$ cat config.mk
export PLATFORM = sky130hd
export DESIGN_NAME = host_reg_if
export DESIGN_NICKNAME = d
export VERILOG_FILES = /design/src/rtl/hri_pkg.sv /design/src/rtl/hri_busctl.sv /design/src/rtl/hri_regs.sv /design/src/rtl/host_reg_if.sv
export SDC_FILE = /design/constraint.sdc
export NUM_CORES = 1
export LEC_CHECK = 0
export BUFFER_PORTS_ARGS = -buffer_cell sky130_fd_sc_hd__buf_2
export CORE_AREA = 3 3 63 65
export DETAILED_ROUTE_END_ITERATION = 8
export DIE_AREA = 0 0 66 68
export HOLD_SLACK_MARGIN = 0.06
export PLACE_DENSITY = 0.74
export SYNTH_ARGS = -nofsm -noshare
export SYNTH_HDL_FRONTEND = slang
export SYNTH_SLANG_ARGS = --single-unit
export TNS_END_PERCENT = 5
$ cat constraint.sdc
create_clock -name clk -period 1.23 [get_ports clk]
set_clock_uncertainty 0.05 [all_clocks]
set_input_delay 0.1845 -clock clk [delete_from_list [all_inputs] [get_ports clk]]
set_output_delay 0.1845 -clock clk [all_outputs]
set_load 0.02 [all_outputs]
$ cat src/rtl/hri_pkg.sv
package hri_pkg;
  localparam int DATA_W = 8;

  typedef struct packed {
    logic ctrlWr;
    logic txWr;
    logic statRd;
    logic rxRd;
  } hostStb_t;

  localparam logic [1:0] TC_RTS_OFF = 2'b10;
  localparam logic [1:0] TC_TX_IRQ  = 2'b01;
  localparam logic [1:0] TC_BREAK   = 2'b11;
  localparam logic [1:0] DIV_MRESET = 2'b11;
endpackage

$ cat src/rtl/hri_busctl.sv
module hri_busctl
  import hri_pkg::*;
#(
  parameter int         SYNC_STAGES = 2,
  parameter logic [2:0] CS_MATCH    = 3'b110
) (
  input  logic     clk,
  input  logic     rstN,
  input  logic [2:0] chipSel,
  input  logic     readNotWrite,
  input  logic     regSel,
  input  logic     busEn,
  output hostStb_t stb
);
  logic [SYNC_STAGES-1:0] enSync;
  logic enPrev, enRise, enFall;
  logic selHit, isRead, selReg;

  always_ff @(posedge clk or negedge rstN) begin
    if (!rstN) begin
      enSync <= '0;
      enPrev <= 1'b0;
    end else begin
      enSync <= {enSync[SYNC_STAGES-2:0], busEn};
      enPrev <= enSync[SYNC_STAGES-1];
    end
  end

  assign enRise = enSync[SYNC_STAGES-1] & ~enPrev;
  assign enFall = ~enSync[SYNC_STAGES-1] & enPrev;

  // access attributes are captured when the strobe rise is seen
  always_ff @(posedge clk or negedge rstN) begin
    if (!rstN) begin
      selHit <= 1'b0;
      isRead <= 1'b0;
      selReg <= 1'b0;
    end else if (enRise) begin
      selHit <= (chipSel == CS_MATCH);
      isRead <= readNotWrite;
      selReg <= regSel;
    end
  end

  always_ff @(posedge clk or negedge rstN) begin
    if (!rstN) begin
      stb <= '0;
    end else begin
      stb        <= '0;
      stb.ctrlWr <= enFall & selHit & ~isRead & ~selReg;
      stb.txWr   <= enFall & selHit & ~isRead &  selReg;
      stb.statRd <= enFall & selHit &  isRead & ~selReg;
      stb.rxRd   <= enFall & selHit &  isRead &  selReg;
    end
  end
endmodule

$ cat src/rtl/hri_regs.sv
module hri_regs
  import hri_pkg::*;
(
  input  logic              clk,
  input  logic              rstN,
  input  hostStb_t          stb,
  input  logic [DATA_W-1:0] dataIn,
  input  logic              rxFull,
  input  logic              txEmpty,
  input  logic              frameErr,
  input  logic              overrun,
  input  logic              parityErr,
  input  logic              ctsN,
  input  logic              dcdN,
  output logic [DATA_W-1:0] statusByte,
  output logic              irqN,
  output logic              rtsN,
  output logic [1:0]        divCode,
  output logic [2:0]        fmtCode,
  output logic              breakOn,
  output logic              masterReset,
  output logic              txWrStb,
  output logic [DATA_W-1:0] txWrData,
  output logic              carrierFlag
);
  logic [DATA_W-1:0] ctrlByte;
  logic [1:0] txCtl;
  logic rxIrqEn, ctsReg;
  logic dcdS1, dcdS2, dcdPrev, dcdRise, rdArmed;
  logic rxFullM, ovrM, feM, peM, tdreBit, irq;

  always_ff @(posedge clk or negedge rstN) begin
    if (!rstN) ctrlByte <= '0;
    else if (stb.ctrlWr) ctrlByte <= dataIn;
  end

  always_ff @(posedge clk or negedge rstN) begin
    if (!rstN) begin
      txWrStb  <= 1'b0;
      txWrData <= '0;
    end else begin
      txWrStb <= stb.txWr;
      if (stb.txWr) txWrData <= dataIn;
    end
  end

  assign divCode     = ctrlByte[1:0];
  assign fmtCode     = ctrlByte[4:2];
  assign txCtl       = ctrlByte[6:5];
  assign rxIrqEn     = ctrlByte[7];
  assign masterReset = (divCode == DIV_MRESET);
  assign rtsN        = (txCtl == TC_RTS_OFF);
  assign breakOn     = (txCtl == TC_BREAK);

  // CTS bit comes out of reset high and follows the pin from the first edge
  always_ff @(posedge clk or negedge rstN) begin
    if (!rstN) ctsReg <= 1'b1;
    else       ctsReg <= ctsN;
  end

  // carrier detect: synchronize, catch the rising edge, hold until read sequence
  always_ff @(posedge clk or negedge rstN) begin
    if (!rstN) begin
      dcdS1   <= 1'b1;
      dcdS2   <= 1'b1;
      dcdPrev <= 1'b1;
    end else begin
      dcdS1   <= dcdN;
      dcdS2   <= dcdS1;
      dcdPrev <= dcdS2;
    end
  end
  assign dcdRise = dcdS2 & ~dcdPrev;

  always_ff @(posedge clk or negedge rstN) begin
    if (!rstN) begin
      rdArmed     <= 1'b0;
      carrierFlag <= 1'b0;
    end else if (masterReset) begin
      rdArmed     <= 1'b0;
      carrierFlag <= 1'b0;
    end else begin
      if (stb.rxRd) rdArmed <= 1'b1;
      else if (stb.statRd) rdArmed <= 1'b0;
      if (dcdRise) carrierFlag <= 1'b1;
      else if (stb.statRd && rdArmed) carrierFlag <= 1'b0;
    end
  end

  assign rxFullM = rxFull    & ~masterReset;
  assign ovrM    = overrun   & ~masterReset;
  assign feM     = frameErr  & ~masterReset;
  assign peM     = parityErr & ~masterReset;
  assign tdreBit = txEmpty & ~ctsReg & ~masterReset;

  assign irq  = ((txCtl == TC_TX_IRQ) & tdreBit) |
                (rxIrqEn & (rxFullM | ovrM | carrierFlag));
  assign irqN = ~irq;

  assign statusByte = {irq, peM, ovrM, feM, ctsReg, carrierFlag, tdreBit, rxFullM};
endmodule

$ cat src/rtl/host_reg_if.sv
module host_reg_if
  import hri_pkg::*;
#(
  parameter int         SYNC_STAGES = 2,
  parameter logic [2:0] CS_MATCH    = 3'b110
) (
  input  logic       clk,
  input  logic       rstN,
  input  logic [2:0] chipSel,
  input  logic       readNotWrite,
  input  logic       regSel,
  input  logic       busEn,
  input  logic [7:0] dataIn,
  output logic [7:0] dataOut,
  input  logic [7:0] rxData,
  input  logic       rxFull,
  input  logic       txEmpty,
  input  logic       frameErr,
  input  logic       overrun,
  input  logic       parityErr,
  input  logic       ctsN,
  input  logic       dcdN,
  output logic       irqN,
  output logic       rtsN,
  output logic [1:0] divCode,
  output logic [2:0] fmtCode,
  output logic       breakOn,
  output logic       masterReset,
  output logic       txWrStb,
  output logic [7:0] txWrData,
  output logic       rxRdStb
);
  hostStb_t stb;
  logic [DATA_W-1:0] statusByte;
  logic carrierFlag, rdActive;

  hri_busctl #(.SYNC_STAGES(SYNC_STAGES), .CS_MATCH(CS_MATCH)) u_busctl (
    .clk(clk), .rstN(rstN), .chipSel(chipSel), .readNotWrite(readNotWrite),
    .regSel(regSel), .busEn(busEn), .stb(stb)
  );

  hri_regs u_regs (
    .clk(clk), .rstN(rstN), .stb(stb), .dataIn(dataIn),
    .rxFull(rxFull), .txEmpty(txEmpty), .frameErr(frameErr), .overrun(overrun),
    .parityErr(parityErr), .ctsN(ctsN), .dcdN(dcdN), .statusByte(statusByte),
    .irqN(irqN), .rtsN(rtsN), .divCode(divCode), .fmtCode(fmtCode),
    .breakOn(breakOn), .masterReset(masterReset), .txWrStb(txWrStb),
    .txWrData(txWrData), .carrierFlag(carrierFlag)
  );

  assign rxRdStb  = stb.rxRd;
  assign rdActive = (chipSel == CS_MATCH) & readNotWrite & busEn;
  assign dataOut  = rdActive ? (regSel ? rxData : statusByte) : '0;
endmodule

Word-level counts from Yosys, hierarchy flattened
Cells that the tools add are included.
Cells by class
  equal/unequal tests: 5
  mux-type cells: 8
  bitwise logic cells: 31
  reduce and logical (&&, ||, !) cells: 3
Operator list (count)
  $and 1x1->1: 20
  $mux 8: 2
  $not 1->1: 8
  $eq 2x2->1 const B: 3
  $mux 1: 6
  $reduce_bool 3->1: 2
  $eq 3x3->1 const B: 1
  $or 1x1->1: 3
  $eq 2x1->1 const B: 1
  $logic_and 1x1->1: 1
Word-level totals
  register bits after elaboration: 33
  input bits: 31
  output and inout port bits: 27
  word-level logic and storage cells: 65

Depth between registers and ports, before layout
Gate-level depths: netlist of run 1.
  word-level depth: 9
  depth in mapped cells: 4
  gate-level depth less buffers: 3

Cells and area by module
From an unflattened synthesis of run 1, not the netlist that was laid out.
Unflattened totals
  cells, all modules: 116
  area, all modules: 1586.5 um^2
By module, submodules not included
  hri_regs: times used 1, cells an instance 76, area an instance 1067.3 um^2, sequential area each 580.6 um^2
  hri_busctl: times used 1, cells an instance 22, area an instance 352.8 um^2, sequential area each 250.2 um^2
  host_reg_if: times used 1, cells an instance 18, area an instance 166.4 um^2, sequential area each 0.0 um^2

Worst setup path after synthesis of run 1
OpenSTA, ideal clock, no wires.
  path type: register to output
  start: register u_regs.ctrlByte[0]
  end: output dataOut[7]
  arrival: 1.091 ns
  required time: 0.996 ns
  setup slack: -0.095 ns
  stages on the path, launching flop included: 4
  buffers on the path: 0
  path through: dfrtp_1 nand2_4 nand4_1 a311oi_2
On the way
  word-level cells in the longest chain between the ends: 9
  elaborated cells between the ends (all ways): 12
  those cells by class: 1 x eq/ne; 2 x mux; 9 x bitwise
RTL lines
  start, declared: line hri_regs.sv:26  | logic [DATA_W-1:0] ctrlByte;
  start signal, assigned: line hri_regs.sv:34  | else if (stb.ctrlWr) ctrlByte <= dataIn;
  $eq 2x2->1 (*): line hri_regs.sv:51  | assign masterReset = (divCode == DIV_MRESET);
  $not 1->1 (*): line hri_regs.sv:90, hri_regs.sv:91, hri_regs.sv:94
  $and 1x1->1 (on tied branches): line hri_regs.sv:90, hri_regs.sv:91
  $or 1x1->1 (2 in a row): line hri_regs.sv:97  | (rxIrqEn & (rxFullM | ovrM | carrierFlag));
  $and 1x1->1: line hri_regs.sv:97
  $or 1x1->1 (*): line hri_regs.sv:96  | assign irq = ((txCtl == TC_TX_IRQ) & tdreBit) |
  $mux 8 (*) (2 in a row): line host_reg_if.sv:53  | assign dataOut = rdActive ? (regSel ? rxData : statusByte) : '0;
  end, declared: line host_reg_if.sv:14  | output logic [7:0] dataOut,
Mark *: on every way between the ends. The rest lies on a longest branch, timed or not.

Worst setup path in the final report of run 1
Same ends and word-level chain as after synthesis.

==> flow_metrics.py, run 1 <==
metrics = {
    "run_status": {
        "status": "complete, but fails checks",
        "violated_checks": "setup timing",
    },
    "global_routing": {
        "antenna_found_initial": 0,
        "global_route.usage.total": 0.1551,
        "maximum_number_of_pins_on_one_net_before_global_route_repair": 18,
        "grt_first_pass_wirelength_mm": 5.168,
        "overflow": 0,
        "number_of_global_route_vias_before_repair": 1100,
    },
    "setup_path": {
        "cp_cell_sequence": "a2bb2oi_2 -> o21ai_2 -> a311oi_4 -> buf_6",
        "crit_buf_inv": 1,
        "critical_path.max_fanout": 3,
        "critPathSlowestCell": "dfrtp_1",
        "worst_setup_path_start_kind": "flip-flop",
        "setup.worst_path.class": "flip-flop to output pin",
        "crit_path_end_kind": "output pin",
        "critical-path-max-stage-delay_ns": 0.44,
        "critPathTopFamily": "compound AO/OA/AOI/OAI gates",
        "arrival_ns": 1.42,
        "worst-endpoint-required_ns": 1.00,
    },
    "sta": {
        "timing_worst_slew_pin_value_ns": 0.3853,
        "setup_viol": 14,
        "fmaxAchievable_ghz": 0.6054,
        "finalWorstPathRequiredPeriod_ns": 1.652,
        "maxSlewViolCount": 0,
        "rsz_0062_raised_after_global_routing": "yes",
        "worst_slack_ns": -0.4218,
        "layout_worst_path_cycle_share": 1.343,
        "holdWs_ns": 0.2340,
        "timing_hold_violations_final": 0,
        "slew_headroom": 0.7431,
    },
    "cts": {
        "cts_sinks": 33,
        "cts_buffers": 5,
        "worst_skew_pair.late_latency_ns": 0.32,
        "clkSlewWorstSetupHoldPaths_ns": 0.09,
        "clk_path_buf_depth": 2,
        "tritoncts": "yes",
        "ctsRootBufferMaster": "clkbuf_4",
        "max_h_tree_level": 2,
    },
    "logic_synthesis": {
        "synth_area_per_inst_sq_um": 12.52,
        "synth_top_area_cell": "dfrtp_1",
        "netlist_instances": 110,
        "async_flop_share": 1.000,
        "synth_seq_cells": 33,
        "synth_warnings": 0,
        "ys_seq_area_frac": 0.6031,
        "syn-cell-area_sq_mm": 0.001378,
        "synth_largest_type_area_fraction": 0.5268,
        "synth_ff_type": "dfrtp_1",
        "synthMostInstantiatedCell": "dfrtp_1",
        "synth.distinct_cells": 26,
        "synthesis.nets": 141,
        "synth_commonest_cells": "29 x dfrtp_1, 18 x mux2_2, 7 x a21oi_1, 7 x nand2_1",
        "post_synth_edffs": 0,
        "ys_top_cells_by_area": "dfrtp_1 53%, mux2_2 15%, dfstp_2 7.6%, buf_4 2.7%, a21oi_1 2.5%",
    },
    "floorplan": {
        "design.core.area_sq_mm": 0.003390,
        "fp.dieArea_sq_mm": 0.004488,
        "floorplan.io_pins": 58,
        "rows": 21,
        "effective_utilization_at_floorplan": 0.4064,
        "die_x_microns": 66,
        "floorplan.die.height_microns": 68,
    },
    "place": {
        "postPlaceCellArea_sq_mm": 0.001762,
        "dp_hpwl_mm": 2.350,
        "number_of_buffers_added_on_ports": 57,
        "globalplace.congestion": 0.7008,
    },
    "min_path": {
        "hold_removal_path_class": "primary input to flip-flop",
    },
    "cells_and_area": {
        "post-route-util": 0.5984,
        "n_fill_cell": 277,
        "drive_gt1_frac": 0.5895,
        "layout.cell_area.non_filler_sq_mm": 0.002028,
        "layout-area-overhead-vs-synth_pct": 47.23,
        "total_number_of_nets_in_the_final_design": 221,
        "insertedDiodeCount": 0,
    },
    "drt": {
        "routed.top_layer": "met4",
        "routed_via_density": 4.559,
        "wl_met3_microns": 196,
        "route.vias.total": 1076,
        "drt_wl_total_mm": 3.052,
        "wl_met2_mm": 1.488,
        "post-route-drc-count": 0,
        "wirelength_met1_mm": 1.329,
        "detail_route.first_pass.iterations": 4,
        "wire_length_per_cell_microns": 12.93,
        "dr.first_iter.drc_count": 16,
        "drtAntennaViolNets": 0,
    },
    "power_and_ir_drop": {
        "ir_drop_mv": 0.7611,
        "lkg_pwr_nw": 1.042,
        "pwr_density_cell_mw_per_mm2": 1346,
    },
    "flow_run": {
        "cap_violations": 0,
    },
}
routing by layer:
metal | vias up | GRT usage
met5 | - | 0
met1 | 494 | 0.1909
met3 | 4 | 0.04269
li1 | 537 | -
met4 | 0 | 0.06091
met2 | 41 | 0.2603
final timing paths:
kind	endpoint	startpoint	depth (start not counted)	slack, ns
max in group asynchronous	u_regs.ctrlByte[1]	rstN	3	0.40
worst max register to register	u_regs.txWrData[1]	u_busctl.stb[2]	1	0.10
worst max-delay path	dataOut[7]	u_regs.ctrlByte[0]	4	-0.42
min in group asynchronous	u_regs.txWrData[3]	rstN	2	0.26
worst min register to register	u_regs.dcdS2	u_regs.dcdS1	0	0.30
worst min-delay path	u_busctl.selReg	regSel	3	0.23
sequential cells by signal, summed over array words and instances (netlist names):
signal / count
u_regs.dcdS1: 1
u_regs.carrierFlag: 1
u_regs.ctrlByte: 8
u_busctl.selReg: 1
u_regs.txWrData: 8
u_busctl.enSync: 2
u_regs.dcdS2: 1
u_regs.txWrStb: 1
u_busctl.stb: 4
u_busctl.isRead: 1
u_busctl.enPrev: 1
u_regs.rdArmed: 1
u_regs.dcdPrev: 1
u_regs.ctsReg: 1
u_busctl.selHit: 1
stage by stage:
stage               total power, mW  setup WS (ns)  instances  TNS (ns)
floorplan                     1.803       -0.04490        110  -0.04490
global route                  2.902        -0.5057        236    -4.568
finish                        2.729        -0.4218        236    -3.473
CTS                           2.746        -0.4461        235    -3.794
detailed placement            2.074        -0.1837        216   -0.8718
global placement              2.045        -0.1415        216   -0.5010
final cells by class:
type	instances	area [sq um]	area share
clock buffers	7	55.05	0.02714
inverters	6	25.02	0.01234
multi-input cells	63	508.0	0.2505
flip-flops and latches	33	832.0	0.4102
well taps	46	57.56	0.02838
repair buffers	81	550.5	0.2714
where the power goes:
| part | switching [mW] | leakage [nW] | internal, mW | total, mW |
|---|---|---|---|---|
| clock network | 0.321 | 0.0314 | 0.270 | 0.591 |
| logic | 0.382 | 0.592 | 0.400 | 0.782 |
| registers | 0.104 | 0.419 | 1.25 | 1.36 |
| total | 0.807 | 1.04 | 1.92 | 2.73 |
cells by family after synthesis:
kind of cell / Yosys count / synth area share
multiplexers: 20 / 0.1617
AO/OA/AOI/OAI: 11 / 0.04995
flip-flops: 33 / 0.6031
buffers and inverters: 14 / 0.05449
AND/OR/NAND/NOR: 32 / 0.1308
placed cells by master, fill, tap and decap left out, drive strengths merged, types with 4 or more instances in the layout:
master / instances
a21oi: 7
buf: 68
clkbuf: 7
dfrtp: 29
dfstp: 4
dlygate4sd3: 13
inv: 6
mux2: 18
nand2: 8
nand3: 5
nor2: 5
nor3: 4
repair_timing:
item | 4_1_cts | 5_1_grt
pin swaps | 8 | 0
buffers inserted | 0 | 0
setup endpoints to repair | 14 | 14
hold buffers | 12 | 1
endpoints found under the hold margin | 51 | 1
gates resized for setup | 20 | 7
No activity file was read; power rests on OpenSTA's default activity.
==> run 2, diff against run 1 <==
- ABC_AREA: default -> 1
- CTS_CLUSTER_DIAMETER: default -> 150
==> run 2 against run 1 <==
The flow still finishes with violations (setup timing). Flip-flop and latch count unchanged. Synthesized cell count up 15%. Count of clock-buffer cells in the layout unchanged. Core utilization down 1.6 points. Highest routed layer unchanged.
==> flow_metrics.py, run 2 <==
metrics = {
    "run_status": {
        "status": "complete, but fails checks",
        "violated_checks": "setup timing",
    },
    "setup_path": {
        "crit_path_end_kind": "output pin",
        "library_cell_appearing_most_often_on_the_critical_path": "nand2_1",
        "worst_setup_path_start_kind": "flip-flop",
        "worst-endpoint-required_ns": 1.00,
        "setup.worst_path.class": "flip-flop to output pin",
        "critPathTopFamily": "flip-flops",
        "critical_path.max_fanout": 8,
        "cp_cell_sequence": "nand2_4 -> o21ai_1 -> nand2_1 -> nand2_1 -> nand3_1 -> nand2_1 -> inv_1 -> buf_6",
        "arrival_ns": 1.35,
        "crit_buf_inv": 2,
        "critical-path-max-stage-delay_ns": 0.43,
        "critPathSlowestCell": "dfrtp_1",
    },
    "drt": {
        "post-route-drc-count": 0,
        "wire_length_per_cell_microns": 12.86,
        "detail_route.first_pass.iterations": 4,
        "routed_via_density": 4.553,
        "drtAntennaViolNets": 0,
        "drt_wl_total_mm": 3.164,
        "dr.first_iter.drc_count": 23,
        "route.vias.total": 1120,
    },
    "floorplan": {
        "die_x_microns": 66,
        "floorplan.die.height_microns": 68,
        "design.core.area_sq_mm": 0.003390,
        "rows": 21,
        "effective_utilization_at_floorplan": 0.4079,
        "floorplan.io_pins": 58,
        "fp.dieArea_sq_mm": 0.004488,
    },
    "cts": {
        "max_h_tree_level": 2,
        "cts_sinks": 33,
        "tritoncts": "yes",
        "ctsRootBufferMaster": "clkbuf_4",
        "worst_skew_pair.late_latency_ns": 0.33,
        "clkSlewWorstSetupHoldPaths_ns": 0.10,
        "clk_path_buf_depth": 2,
        "cts_buffers": 5,
    },
    "logic_synthesis": {
        "yosys.area_share.xor_xnor": 0,
        "post_synth_edffs": 0,
        "synth.distinct_cells": 19,
        "post_synth_and_or_nand_nor_area_fraction": 0.1421,
        "synth_seq_cells": 33,
        "async_flop_share": 1.000,
        "ys_top_cells_by_area": "dfrtp_1 52%, mux2_2 12%, dfstp_2 7.6%, nand2_1 4.6%, a21oi_1 3.3%",
        "synth_largest_type_area_fraction": 0.5249,
        "ys_seq_area_frac": 0.6009,
        "synth_ff_type": "dfrtp_1",
        "synth_top_area_cell": "dfrtp_1",
        "syn-cell-area_sq_mm": 0.001383,
        "synth_area_per_inst_sq_um": 10.89,
        "synth-compound-area-share": 0.05973,
        "combinational_family_with_the_most_area_after_synthesis": "simple AND/OR/NAND/NOR gates",
        "synthesis.nets": 158,
        "synth_commonest_cells": "29 x dfrtp_1, 17 x nand2_1, 15 x mux2_2, 11 x inv_1, 11 x nor2_1",
        "synthMostInstantiatedCell": "dfrtp_1",
        "adder_cell_fraction_of_synth_area": 0,
        "netlist_instances": 127,
        "synth.area.mux_share": 0.1222,
        "synth_warnings": 0,
    },
    "power_and_ir_drop": {
        "ir_drop_mv": 0.7618,
        "seq_power_share": 0.454,
        "switching_share": 0.3453,
        "sw_pwr_mw": 1.165,
        "combinationalPowerShare": 0.370,
        "clock_power_share": 0.176,
        "pwr_density_cell_mw_per_mm2": 1710,
        "total_power_mw": 3.374,
        "lkg_pwr_nw": 1.001,
        "cell_internal_pwr_mw": 2.209,
    },
    "sta": {
        "fmaxAchievable_ghz": 0.6316,
        "finalWorstPathRequiredPeriod_ns": 1.583,
        "timing_worst_slew_pin_value_ns": 0.3602,
        "holdWs_ns": 0.1340,
        "rsz_0062_raised_after_global_routing": "yes",
        "maxSlewViolCount": 0,
        "worst_slack_ns": -0.3534,
        "setup_viol": 14,
        "timing_hold_violations_final": 0,
        "layout_worst_path_cycle_share": 1.287,
        "slew_headroom": 0.7599,
    },
    "place": {
        "globalplace.congestion": 0.7069,
        "number_of_buffers_added_on_ports": 57,
        "dp_hpwl_mm": 2.210,
    },
    "global_routing": {
        "antenna_found_initial": 0,
        "grt_first_pass_wirelength_mm": 4.974,
        "maximum_number_of_pins_on_one_net_before_global_route_repair": 34,
        "global_route.usage.total": 0.1518,
        "number_of_global_route_vias_before_repair": 1103,
        "overflow": 0,
    },
    "cells_and_area": {
        "total_number_of_nets_in_the_final_design": 231,
        "drive_gt1_frac": 0.5050,
        "layout-area-overhead-vs-synth_pct": 42.71,
        "most-common-layout-cells": "46 x buf_2, 29 x dfrtp_1, 17 x nand2_1",
        "post-route-util": 0.5821,
        "largest_registers": "u_regs.ctrlByte x8, u_regs.txWrData x8, u_busctl.stb x4",
        "insertedDiodeCount": 0,
        "final_common_cell": "buf_2",
    },
    "flow_run": {
        "cap_violations": 0,
    },
    "min_path": {
        "hold_removal_path_class": "primary input to flip-flop",
    },
}
run 2: per-stage QoR:
step	cell area (sq um)	setup TNS, ns	instances	setup slack [ns]
6_report	1973	-2.534	246	-0.3534
5_1_grt	1973	-3.682	246	-0.4578
4_1_cts	1942	-2.783	246	-0.3724
3_5_place_dp	1705	-0.005521	225	-0.005521
3_3_place_gp	1705	0	225	0.01596
2_1_floorplan	1383	0	127	0.04971
run 2: kinds of logic (layout without fill, tap and decap cells):
logic type             count (synthesis)  after routing
AOI/OAI and AO/OA                     16             16
buffers and inverters                 21             94
DFF                                   33             33
muxes                                 15             15
and+or+nand+nor                       42             42
run 2: power groups by stage:
stage | sequential [mW] | combinational [mW] | clock, mW
finish | 1.53 | 1.25 | 0.594
global route | 1.58 | 1.34 | 0.661
CTS | 1.52 | 1.21 | 0.626
floorplan | 1.64 | 0.633 | 0
detailed placement | 1.53 | 1.09 | 0
global placement | 1.51 | 1.08 | 0
run 2: worst paths after layout:
| check | from | end | slack, ns | cells after the start |
|---|---|---|---|---|
| setup reg to reg | u_busctl.stb[2] | u_regs.txWrData[1] | 0.12 | 1 |
| min in group asynchronous | rstN | u_regs.txWrData[3] | 0.31 | 3 |
| hold / removal | chipSel[0] | u_busctl.selHit | 0.13 | 3 |
| max in group asynchronous | rstN | u_regs.dcdPrev | 0.57 | 3 |
| setup / recovery | u_regs.ctrlByte[1] | dataOut[7] | -0.35 | 8 |
| hold reg to reg | u_busctl.enSync[0] | u_busctl.enSync[1] | 0.30 | 0 |
run 2: routing by layer:
layer	track usage	routed length, microns
met1	0.1630	1212
met2	0.2716	1662
met5	0	0
met3	0.04598	226
met4	0.07614	63
run 2: final cells by class:
class,count,area [sq um]
Tap cell,46,57.56
Inverter,13,51.30
Sequential cell,33,830.8
Multi-Input combinational cell,73,470.5
Timing Repair Buffer,74,508.0
Fill cell,289,1416
Clock buffer,7,55.05
run 2: tightest hold or removal path, stage by stage:
cell and delay [ns]:
buf_2 0.11, o21ai_0 0.08, o21a_1 0.10
run 2: what timing repair did:
action,CTS,global route
hold buffers,13,0
endpoints found under the setup margin,14,14
gates resized for setup,16,11
setup buffers,1,0
gates cloned,0,0
pin swaps,4,1
hold endpoints to repair,53,0
